<file path="src/rtl/seg_pkg.sv">
package seg_pkg;
  localparam int SEG_AW = 32;

  typedef enum logic [1:0] {
    ACC_READ  = 2'd0,
    ACC_WRITE = 2'd1,
    ACC_EXEC  = 2'd2,
    ACC_RSVD  = 2'd3
  } seg_acc_e;

  typedef struct packed {
    logic              present;
    logic              is_code;
    logic              perm;
    logic              user_ok;
    logic [SEG_AW-1:0] base;
    logic [SEG_AW-1:0] limit;
  } seg_desc_t;

  function automatic logic [SEG_AW-1:0] seg_linear(input logic [SEG_AW-1:0] base,
                                                   input logic [SEG_AW-1:0] off);
    return base + off;
  endfunction

  function automatic logic seg_type_ok(input seg_desc_t d, input logic [1:0] acc);
    logic ok;
    case (acc)
      ACC_READ:  ok = d.is_code ? d.perm : 1'b1;
      ACC_WRITE: ok = d.is_code ? 1'b0 : d.perm;
      ACC_EXEC:  ok = d.is_code;
      default:   ok = 1'b0;
    endcase
    return ok;
  endfunction

  function automatic logic seg_priv_ok(input seg_desc_t d, input logic user);
    return !user || d.user_ok;
  endfunction
endpackage

</file>
<file path="src/rtl/seg_desc_table.sv">
module seg_desc_table
  import seg_pkg::*;
#(
  parameter int ENTRIES = 8,
  localparam int IDX_W = $clog2(ENTRIES)
) (
  input  logic             clk,
  input  logic             rst_n,
  input  logic             wr_en,
  input  logic [IDX_W-1:0] wr_idx,
  input  seg_desc_t        wr_desc,
  input  logic [IDX_W-1:0] rd_idx,
  output seg_desc_t        rd_desc
);
  seg_desc_t tbl [ENTRIES];

  for (genvar g = 0; g < ENTRIES; g++) begin : g_ent
    always_ff @(posedge clk or negedge rst_n) begin
      if (!rst_n)
        tbl[g] <= '0;
      else if (wr_en && wr_idx == IDX_W'(g))
        tbl[g] <= wr_desc;
    end
  end

  assign rd_desc = tbl[rd_idx];
endmodule

</file>
<file path="src/rtl/seg_check.sv">
module seg_check
  import seg_pkg::*;
#(
  parameter int ENTRIES = 8,
  parameter int SEL_W = 16,
  localparam int IDX_W = $clog2(ENTRIES),
  localparam int SIDX_W = SEL_W - 3
) (
  input  logic [SEL_W-1:0]  sel,
  input  logic [SEG_AW-1:0] off,
  input  logic [1:0]        acc,
  input  logic              user,
  input  seg_desc_t         desc,
  output logic [IDX_W-1:0]  tbl_idx,
  output logic              idx_null,
  output logic              idx_range,
  output logic              absent,
  output logic              limit_over,
  output logic              type_bad,
  output logic              priv_bad,
  output logic              fault,
  output logic [SEG_AW-1:0] lin
);
  logic [SEL_W-1:0]  sel_sh;
  logic [SIDX_W-1:0] sidx;

  assign sel_sh     = sel >> 3;
  assign sidx       = sel_sh[SIDX_W-1:0];
  assign tbl_idx    = sidx[IDX_W-1:0];
  assign idx_null   = (sidx == '0);
  assign idx_range  = (sidx >= SIDX_W'(ENTRIES));
  assign absent     = !desc.present;
  assign limit_over = (off > desc.limit);
  assign type_bad   = !seg_type_ok(desc, acc);
  assign priv_bad   = !seg_priv_ok(desc, user);
  assign fault      = idx_null | idx_range | absent | limit_over | type_bad | priv_bad;
  assign lin        = seg_linear(desc.base, off);
endmodule

</file>
<file path="src/rtl/seg_xlate.sv">
module seg_xlate
  import seg_pkg::*;
#(
  parameter int ENTRIES = 8,
  parameter int SEL_W = 16,
  localparam int IDX_W = $clog2(ENTRIES)
) (
  input  logic              clk,
  input  logic              rst_n,
  input  logic              cfg_we,
  input  logic [IDX_W-1:0]  cfg_idx,
  input  logic [SEG_AW-1:0] cfg_base,
  input  logic [SEG_AW-1:0] cfg_limit,
  input  logic              cfg_present,
  input  logic              cfg_code,
  input  logic              cfg_perm,
  input  logic              cfg_user,
  input  logic              req_valid,
  input  logic [SEL_W-1:0]  req_sel,
  input  logic [SEG_AW-1:0] req_off,
  input  logic [1:0]        req_acc,
  input  logic              req_user,
  output logic              rsp_valid,
  output logic              rsp_fault,
  output logic [SEG_AW-1:0] rsp_lin
);
  seg_desc_t         wr_desc, rd_desc;
  logic [IDX_W-1:0]  w_idx;
  logic              w_null, w_range, w_absent, w_limit_over, w_type_bad, w_priv_bad;
  logic              w_fault;
  logic [SEG_AW-1:0] w_lin;

  always_comb begin
    wr_desc         = '0;
    wr_desc.present = cfg_present;
    wr_desc.is_code = cfg_code;
    wr_desc.perm    = cfg_perm;
    wr_desc.user_ok = cfg_user;
    wr_desc.base    = cfg_base;
    wr_desc.limit   = cfg_limit;
  end

  seg_desc_table #(.ENTRIES(ENTRIES)) u_tbl (
    .clk(clk), .rst_n(rst_n),
    .wr_en(cfg_we), .wr_idx(cfg_idx), .wr_desc(wr_desc),
    .rd_idx(w_idx), .rd_desc(rd_desc)
  );

  seg_check #(.ENTRIES(ENTRIES), .SEL_W(SEL_W)) u_chk_logic (
    .sel(req_sel), .off(req_off), .acc(req_acc), .user(req_user), .desc(rd_desc),
    .tbl_idx(w_idx), .idx_null(w_null), .idx_range(w_range), .absent(w_absent),
    .limit_over(w_limit_over), .type_bad(w_type_bad), .priv_bad(w_priv_bad),
    .fault(w_fault), .lin(w_lin)
  );

  always_ff @(posedge clk or negedge rst_n) begin
    if (!rst_n) begin
      rsp_valid <= 1'b0;
      rsp_fault <= 1'b0;
      rsp_lin   <= '0;
    end else begin
      rsp_valid <= req_valid;
      rsp_fault <= req_valid && w_fault;
      rsp_lin   <= (req_valid && !w_fault) ? w_lin : '0;
    end
  end
endmodule

</file>
<file path="config.mk">
export PLATFORM = sky130hd
export DESIGN_NAME = seg_xlate
export DESIGN_NICKNAME = d
export VERILOG_FILES = /design/src/rtl/seg_pkg.sv /design/src/rtl/seg_desc_table.sv /design/src/rtl/seg_check.sv /design/src/rtl/seg_xlate.sv
export SDC_FILE = /design/constraint.sdc
export NUM_CORES = 1
export LEC_CHECK = 0
export ABC_CLOCK_PERIOD_IN_PS = 7380
export BUFFER_PORTS_ARGS = -buffer_cell sky130_fd_sc_hd__buf_2
export CAP_MARGIN = 20
export CORE_ASPECT_RATIO = 0.8
export CORE_UTILIZATION = 30
export DETAILED_ROUTE_END_ITERATION = 8
export PLACE_DENSITY_LB_ADDON = 0.3
export REMOVE_ABC_BUFFERS = 1
export SLEW_MARGIN = 10
export SYNTH_ARGS = -nofsm -noshare
export SYNTH_HDL_FRONTEND = slang
export SYNTH_SLANG_ARGS = --single-unit
</file>
<file path="constraint.sdc">
create_clock -name clk -period 7.38 [get_ports clk]
set_input_delay 0.738 -clock clk [delete_from_list [all_inputs] [get_ports clk]]
set_output_delay 0.738 -clock clk [all_outputs]
set_load 0.02 [all_outputs]
</file>
; ---- Word level (Yosys, flattened, before mapping)
; Index checks and enable logic that the tools add are counted.
[totals]
reg_bits = 578
out_inout_bits = 34
elab_cells = 96
[classes]
add_sub_neg = 1
magnitude_cmp = 3
n_eq_ne = 9
mux = 7
bitwise = 6
n_reduce_logical = 19
[op_table]
columns = op, count
row1 = 68-bit binary-select mux with 3-bit select, 1
row2 = 68-bit two-way mux, 2
row3 = 32-bit adder, 1
row4 = 32-bit greater-than comparator, 1
row5 = 32-bit two-way mux, 1
row6 = 13-bit by 4-bit >= comparator with 1-bit output (second input constant), 1
row7 = 13-bit zero test, 1
row8 = 3-bit equality test (second input constant), 4
row9 = 1-bit logical AND, 10
row10 = 3-bit by 2-bit equality test with 1-bit output (second input constant), 2
row11 = 1-bit zero test, 5
row12 = 1-bit OR, 5
row13 = 4-bit >= comparator (second input constant), 1
row14 = 3-bit inverter with 4-bit output, 1
row15 = 3-bit by 1-bit equality test with 1-bit output (second input constant), 1
row16 = 3-bit zero test, 1
row17 = 1-bit one-hot mux with 3 select lines, 1
row18 = 2-bit by 1-bit equality test with 1-bit output (second input constant), 1
row19 = 2-bit equality test (second input constant), 1
row20 = 2-bit zero test, 1
row21 = 1-bit two-way mux, 2
row22 = 1-bit logical OR, 1

; ---- Logic depth before layout (Yosys ltp)
; Gate-level depths: netlist of the first run.
[depth]
word_depth = 12
depth_mapped = 17
mapped_depth_nobuf = 13

; ---- By module
; From an unflattened synthesis of the first run, not the netlist that was laid out.
[hier_totals]
cells_unflattened = 1833
area_unflattened_um2 = 27974.3
[modules_own_cells]
columns = mod, n_inst, cells_per_inst, area_per_inst_um2, seq_area_each_um2
row1 = seg_desc_table, 1, 1401, 24214.5, 13613.1
row2 = seg_check, 1, 359, 2551.2, 0.0
row3 = seg_xlate, 1, 73, 1208.7, 850.8

; ---- Worst setup path after synthesis of the first run
; OpenSTA, ideal clock, no wires.
[synth_timing]
path_kind = input-to-reg
start = input port req_sel[4]
end = register rsp_lin[30]
setup_time_ns = 0.121
t_arrival_ns = 4.507
t_required_ns = 7.259
setup_slack_ns = 2.752
stages = 16
path_cell_list = buf_2 > clkbuf_1 > clkbuf_1 > mux4_2 > mux2_2 > ha_1 > fa_1 > a211oi_2 > o21bai_1 > a221o_1 > a211o_1 > a31oi_1 > o211ai_1 > a21oi_1 > xor2_1 > nor2_1
[synth_via]
elab_chain_cells = 12
elab_cells_between_ends = 23
cone_classes = add/sub (1) / order compare (2) / mux (7) / bitwise (6) / reduce/logical (7)
[synth_lines]
columns = item, line_no
row1 = from (decl), seg_xlate.sv:19  ; input logic [SEL_W-1:0] req_sel,
row2 = "parallel branches: the longest is 11 deep, another holds 32-bit greater-than comparator", n/a
row3 = 32-bit two-way mux (*), seg_xlate.sv:64  ; rsp_lin <= (req_valid && !w_fault) ? w_lin : '0;
row4 = to (signal assigned), seg_xlate.sv:64
row5 = to (decl), seg_xlate.sv:25  ; output logic [SEG_AW-1:0] rsp_lin
; Mark *: on every way between the ends. The select of a mux whose other input is x is not followed.
; A chain may end at the register's enable or synchronous reset.

; ---- Worst setup path after layout of the first run
; Ends and elaborated chain as after synthesis.

==> key figures, run 1 <==
Yosys
  – Synth area leaders: dfrtp_1, mux2_2, mux4_2, ha_1, mux2i_1
  – Most common cell in the netlist: dfrtp_1
  – YS warnings: 0
  – Top cell type by total area after synthesis: dfrtp_1
  – Top-area cell type share of the netlist area: 0.530
  – Avg Synthesized Cell Area: 15.4 µm²
  – Syn Std Cell Area: 27300 µm²
  – EDFF count, synth: 0
  – Post-synth top cells: dfrtp_1, mux2_2, mux4_2, ha_1, clkbuf_1
  – Mapped Cells: 1774
  – Sequential fraction of the synthesis area: 0.530
  – Main synth FF type: dfrtp_1
  – Flops & latches, synth: 577
  – Yosys cell types: 57
  – Post-synth ARST share: 1.00

Placed design
  – Routability cong.: 0.791
  – Pre-CTS WS: 1.69 ns
  – I/O Buffers: 156
  – Hpwl dp: 43900 µm
  – Placement Cell Area: 29400 µm²

STA
  – Hold Violations, Final: 0
  – Setup TNS: 0 ns
  – FMAX: 0.195 GHz
  – Worst setup margin: 2.26 ns
  – Worst Tran Pin Value: 1.05 ns
  – Final Max Slew Viols: 0
  – Slew HR: 0.299
  – RSZ-0062 raised after global routing: no
  – Tmin final: 5.12 ns
  – Setup Skew: 0.0197 ns
  – Final setup fails: 0
  – Fin crit share: 0.694

Finish
  – Fin nets: 2111
  – Layout cells sized above 1: 0.512
  – Post-route design area: 31600 µm²
  – Fillers: 8459
  – Area Growth Syn to Fin: 15.9%

Clock tree
  – Worst-path clk slew: 0.06 ns
  – Clk root buf: clkbuf_16
  – Worst-Skew Late Latency: 0.58 ns
  – H-tree depth: 3
  – Post_cts resized: 0
  – TritonCTS Buffers: 68
  – Clk buf depth: 3
  – CTS tree: built
  – Clock sinks: 577
  – Hold_buf cts: 0
  – Buffer count from post-CTS setup fixing: 0

Detailed routing
  – DR iter-0 viols: 802
  – Via Count: 15.8k
  – Remaining DRCs: 0
  – Post-Route WL: 70800 µm
  – Router iterations before antenna repair: 5
  – WL per Instance: 22.3 µm
  – Vias per inst: 4.98
  – Routed Antenna Nets: 0

Global routing
  – Met2 usage: 0.252
  – Met1 Track Usage GR: 0.209
  – Vias in the first global route: 17.6k
  – Total GRT Usage: 0.157
  – Initial antenna violation count: 27
  – Largest net degree at the start of global routing: 185
  – Met3 usage: 0.0307
  – Remaining Overflow, GRT: 0
  – Top Usage Layer GRT: met2
  – First-pass GRT wire length: 110000 µm

Worst hold path
  – HP Class: in2async

Floorplanning
  – Starting Density: 0.304
  – Core ar.: 89600 µm²
  – Ports: 160
  – Die Span Y: 272 µm
  – Die area: 92100 µm²
  – Die X: 339 µm
  – # rows: 98

Pwr
  – Peak VDD IR: 0.127 mV
  – Switching Share: 0.263
  – Psw: 2470 µW
  – Sequential power share: 0.439
  – Logic gate share of total power: 0.214
  – Power density over the cells: 298 nW/µm²
  – Static Leakage: 0.0135 µW
  – Final Power: 9420 µW
  – Clk pwr share: 0.347
  – P_int: 6940 µW

Setup path
  – Max FO, Critical Path: 47
  – Critical Path RT: 7.81 ns
  – Crit path DAT: 5.56 ns
  – Crit Path Class: in2reg
  – CP endpoint kind: flop
  – CP Launch Type: input pin

Run status
  – Status: finished clean

Flow run
  – Max Cap Viol: 0
-- layer usage --
metal / part of all wire / vias up
met5: 0.0020 / -
met4: 0.027 / 22
met3: 0.042 / 123
met2: 0.47 / 255
met1: 0.46 / 8435
li1: - / 6982
-- power groups by stage --
stage               combinational, µW  sequential [µW]  clock (µW)
finish                           2020             4130        3270
CTS                              2040             4130        3370
global placement                 1970             4130           0
floorplan                        1510             4070           0
global route                     2220             4220        3490
detailed placement               2030             4180           0
-- critical path, cell delays in order --
cell      delay [ns]
buf_6           0.47
buf_4           0.66
mux4_2          0.40
mux2_2          0.32
ha_1            0.24
fa_1            0.47
a211oi_2        0.24
o21bai_1        0.16
a221o_1         0.47
a211o_1         0.39
a31oi_1         0.36
o211ai_1        0.17
a21oi_1         0.19
xor2_1          0.18
nor2_1          0.06
-- layout by cell type, fill, tap and decap left out, types with 4 or more instances in the layout --
cell type	count
mux2i_1	33
nand4_1	11
diode_2	8
and3_1	4
o21a_1	4
xor2_1	13
nor3_1	5
dfrtp_1	577
nor4_1	5
nor2_1	45
inv_1	7
o21ai_0	15
mux2_2	576
nand2_1	29
buf_2	152
nor3b_2	5
xnor2_1	12
a21o_1	19
nor3_2	5
clkbuf_8	16
ha_1	63
buf_4	22
a21oi_1	36
a31oi_1	5
mux4_2	136
clkbuf_1	22
a211oi_1	8
nand3_1	9
clkbuf_16	71
buf_12	5
-- sequential cells by signal, summed over array words and instances (netlist names) --
signal,cells
rsp_lin,32
rsp_valid,1
u_tbl.tbl,543
rsp_fault,1
-- through the flow --
step                       util  std cells  hold slack [ns]
after global placement    0.328       3051            0.481
after floorplan               -       1669            0.442
after detailed placement  0.328       3051            0.487
after global routing      0.353       3172            0.226
after CTS                 0.352       3166            0.196
final                     0.353       3174            0.155
-- cell type report --
cell class              count  area, µm²  area share
inverters                   7       26.3    0.000831
repair buffers            182       1070      0.0338
flip-flops and latches    577      14400       0.457
clock inverters             6       83.8     0.00265
diodes                      8       20.0    0.000633
well taps                1200       1500      0.0475
multi-input cells        1085      12400       0.392
clock buffers             109       2080      0.0658
-- final timing paths --
check | start | to | slack [ns] | depth (start not counted)
setup / recovery | req_sel[4] | rsp_lin[30]$_DFF_PN0_ | 2.26 | 15
hold / removal | rst_n | u_tbl.tbl[174]$_DFFE_PN0P_ | 0.15 | 1
setup reg to reg | u_tbl.tbl[5]$_DFFE_PN0P_ | rsp_lin[19]$_DFF_PN0_ | 2.98 | 12
hold reg to reg | u_tbl.tbl[106]$_DFFE_PN0P_ | u_tbl.tbl[106]$_DFFE_PN0P_ | 0.50 | 1
max in group asynchronous | rst_n | u_tbl.tbl[338]$_DFFE_PN0P_ | 5.63 | 2
min in group clk | req_valid | rsp_valid$_DFF_PN0_ | 0.31 | 1
-- logic make-up after synthesis --
group / after synthesis / synth area share
compound gates: 114 / 0.0279
xor+xnor: 25 / 0.00803
fa+ha+maj: 64 / 0.0296
buf+inv: 112 / 0.0168
flops: 577 / 0.530
mux: 745 / 0.362
simple gates: 137 / 0.0258
Power figures use the tool's default switching activity.
==> inputs of run 2 (changes only) <==
Settings changed: ABC_CLOCK_PERIOD_IN_PS 7380 to 4200.
Clock period 7.38 ns to 4.2 ns, I/O delays scaled along.
==> run 2 against run 1 <==
Effect of this change: clock skew shrank 0.0020 ns; critical path depth shrank 2; non-clock buffer count grew 84; cell area grew 3.0%; final cell count grew 2.7%; combinational power grew 86%; routed wire length grew 1.2%; critical endpoint unchanged.
==> key figures, run 2 (synthesized netlist as in run 1, its figures left out) <==
Finish
  – Fillers: 8437 (-0.26%)
  – Largest regs: u_tbl.tbl (543), rsp_lin (32)
  – Commonest non-fill, non-tap cell in the layout: dfrtp_1
  – Top reg by flops: u_tbl.tbl
  – Most frequent cells in the layout: dfrtp_1, mux2_2, buf_2
  – Fin nets: 2194 (+3.9%)
  – Area Growth Syn to Fin: 19.4%
  – Layout cells sized above 1: 0.537 (+0.0243)
  – FF+latch area: 14400 µm² (unchanged)
  – Post-route design area: 32600 µm² (+3.0%)
  – Final Non-Filler Cells: 3259 (+2.7%)
  – Max reg flops: 543 (unchanged)
  – Multi-input gate area: 12400 µm² (unchanged)

Clock tree
  – Clk root buf: clkbuf_16
  – CTS tree: built
  – Worst-Skew Late Latency: 0.60 ns (+0.02 ns)
  – TritonCTS Buffers: 67 (-1.5%)
  – H-tree depth: 3 (unchanged)
  – Post_cts resized: 0 (unchanged)
  – Clk buf depth: 3 (unchanged)
  – Buffer count from post-CTS setup fixing: 0 (unchanged)
  – Worst-path clk slew: 0.06 ns (about the same)
  – Clock sinks: 577 (unchanged)

Global routing
  – Met2 usage: 0.257 (+0.00500)
  – Met1 Track Usage GR: 0.209 (about the same)
  – First-pass GRT wire length: 111000 µm (+0.68%)
  – Total GRT Usage: 0.158 (+0.00122)
  – Top Usage Layer GRT: met2
  – Largest net degree at the start of global routing: 113 (-39%)
  – Vias in the first global route: 17.8k (+1.1%)
  – Initial antenna violation count: 22 (-19%)
  – Remaining Overflow, GRT: 0 (unchanged)
  – Met3 usage: 0.0337 (+0.00301)

STA
  – Final setup fails: 0 (unchanged)
  – RSZ-0062 raised after global routing: no
  – Worst Tran Pin Value: 1.01 ns (-0.0382 ns)
  – Final Max Slew Viols: 0 (unchanged)
  – Tmin final: 3.90 ns
  – Fin crit share: 0.930
  – Setup Skew: 0.0177 ns (-0.00204 ns)
  – Slew HR: 0.325 (+0.0255)
  – Hold Violations, Final: 0 (unchanged)
  – FMAX: 0.256 GHz

Setup path
  – CP endpoint kind: flop
  – Critical Path RT: 4.67 ns (-3.14 ns)
  – Crit path DAT: 4.37 ns (-1.19 ns)
  – CP Launch Type: flop
  – Max FO, Critical Path: 2 (-96%)
  – Crit Path Class: reg2reg

Detailed routing
  – WL per Instance: 22.0 µm (-1.4%)
  – Vias per inst: 4.91 (-1.5%)
  – Router iterations before antenna repair: 5 (unchanged)
  – Routed Antenna Nets: 0 (unchanged)
  – DR iter-0 viols: 723 (-9.9%)
  – Post-Route WL: 71600 µm (+1.2%)
  – Via Count: 16.0k (+1.1%)
  – Remaining DRCs: 0 (unchanged)

Flow run
  – Max Cap Viol: 0 (unchanged)

Floorplanning
  – Core ar.: 89600 µm² (unchanged)
  – Die Span Y: 272 µm (unchanged)
  – Ports: 160 (unchanged)
  – Die X: 339 µm (unchanged)
  – Starting Density: 0.304 (unchanged)
  – # rows: 98 (unchanged)
  – Die area: 92100 µm² (unchanged)

Placed design
  – Placement Cell Area: 30200 µm² (+2.7%)
  – Routability cong.: 0.794 (+0.34%)
  – Placed cells: 3133 (+2.7%)
  – I/O Buffers: 156 (unchanged)
  – Hpwl dp: 46000 µm (+4.6%)

Pwr
  – Static Leakage: 0.0141 µW (+4.1%)
  – Peak VDD IR: 0.259 mV (+100%)
  – Power density over the cells: 523 nW/µm² (+76%)

Run status
  – Status: finished clean

Worst hold path
  – HP Class: in2reg
==> run 2: changes by cell type in the layout (fill, tap and decap cells not counted), sizes merged <==
cell	previous run	this run
bufinv	2	4
diode	8	5
inv	8	7
clkinv	3	10
buf	182	264
clkbuf	109	105
dlygate4sd3	0	2
==> run 2: path summary, 6_finish.rpt <==
path	cells after the start	startpoint	end	slack, ns
max	13	u_tbl.tbl[32]$_DFFE_PN0P_	rsp_lin[30]$_DFF_PN0_	0.30
min	2	cfg_base[5]	u_tbl.tbl[309]$_DFFE_PN0P_	0.16
max reg2reg	13	u_tbl.tbl[32]$_DFFE_PN0P_	rsp_lin[30]$_DFF_PN0_	0.30
min reg2reg	1	u_tbl.tbl[60]$_DFFE_PN0P_	u_tbl.tbl[60]$_DFFE_PN0P_	0.50
max in group asynchronous	3	rst_n	u_tbl.tbl[509]$_DFFE_PN0P_	2.58
min in group asynchronous	2	rst_n	u_tbl.tbl[346]$_DFFE_PN0P_	0.53
==> run 2: cell type report <==
type | count | area share
repair buffers | 266 | 0.0578
clock buffers | 105 | 0.0656
well taps | 1200 | 0.0461
multi-input cells | 1085 | 0.381
diodes | 5 | 0.000384
flip-flops and latches | 577 | 0.443
inverters | 7 | 0.000807
clock inverters | 14 | 0.00523
==> run 2: metrics by stage <==
| stage | utilization | hold WS [ns] | power (µW) | worst slack (ns) | TNS, ns |
|---|---|---|---|---|---|
| global placement | 0.337 | 0.481 | 10900 | -0.292 | -7.04 |
| detailed placement | 0.337 | 0.488 | 11100 | -0.340 | -7.89 |
| global route | 0.363 | 0.146 | 17900 | 0.143 | 0 |
| CTS | 0.363 | 0.121 | 17200 | 0.213 | 0 |
| floorplan | - | 0.124 | 9800 | -2.13 | -515.97 |
| finish | 0.363 | 0.159 | 17000 | 0.295 | 0 |
==> run 2: metal layers <==
layer  up-vias  wire, µm
li1       7152         -
met1      8451     32300
met2       251     34400
met3       117      3290
met4        26      1460
met5         -       157
==> run 2: timing repair <==
item | in CTS | in global routing
endpoints found under the hold margin | 105 | 0
hold buffers | 2 | 0
endpoints found under the setup margin | 0 | 0
==> run 2: report_power, final <==
part / switching (µW) / leakage (µW) / internal [µW]
Clock: 2270 / 0.00115 / 3730
Combinational: 1580 / 0.00594 / 2180
Sequential: 555 / 0.00699 / 6720
==> run 2: critical path: stages, from the launching register on <==
cell      delay (ns)
dfrtp_1         0.37
mux4_2          0.46
mux2_2          0.29
ha_1            0.21
fa_1            0.44
a211oi_2        0.25
o21bai_1        0.14
a221o_1         0.42
a211o_1         0.37
a31oi_1         0.25
o211ai_1        0.15
a21oi_1         0.20
xor2_1          0.16
nor2_1          0.06
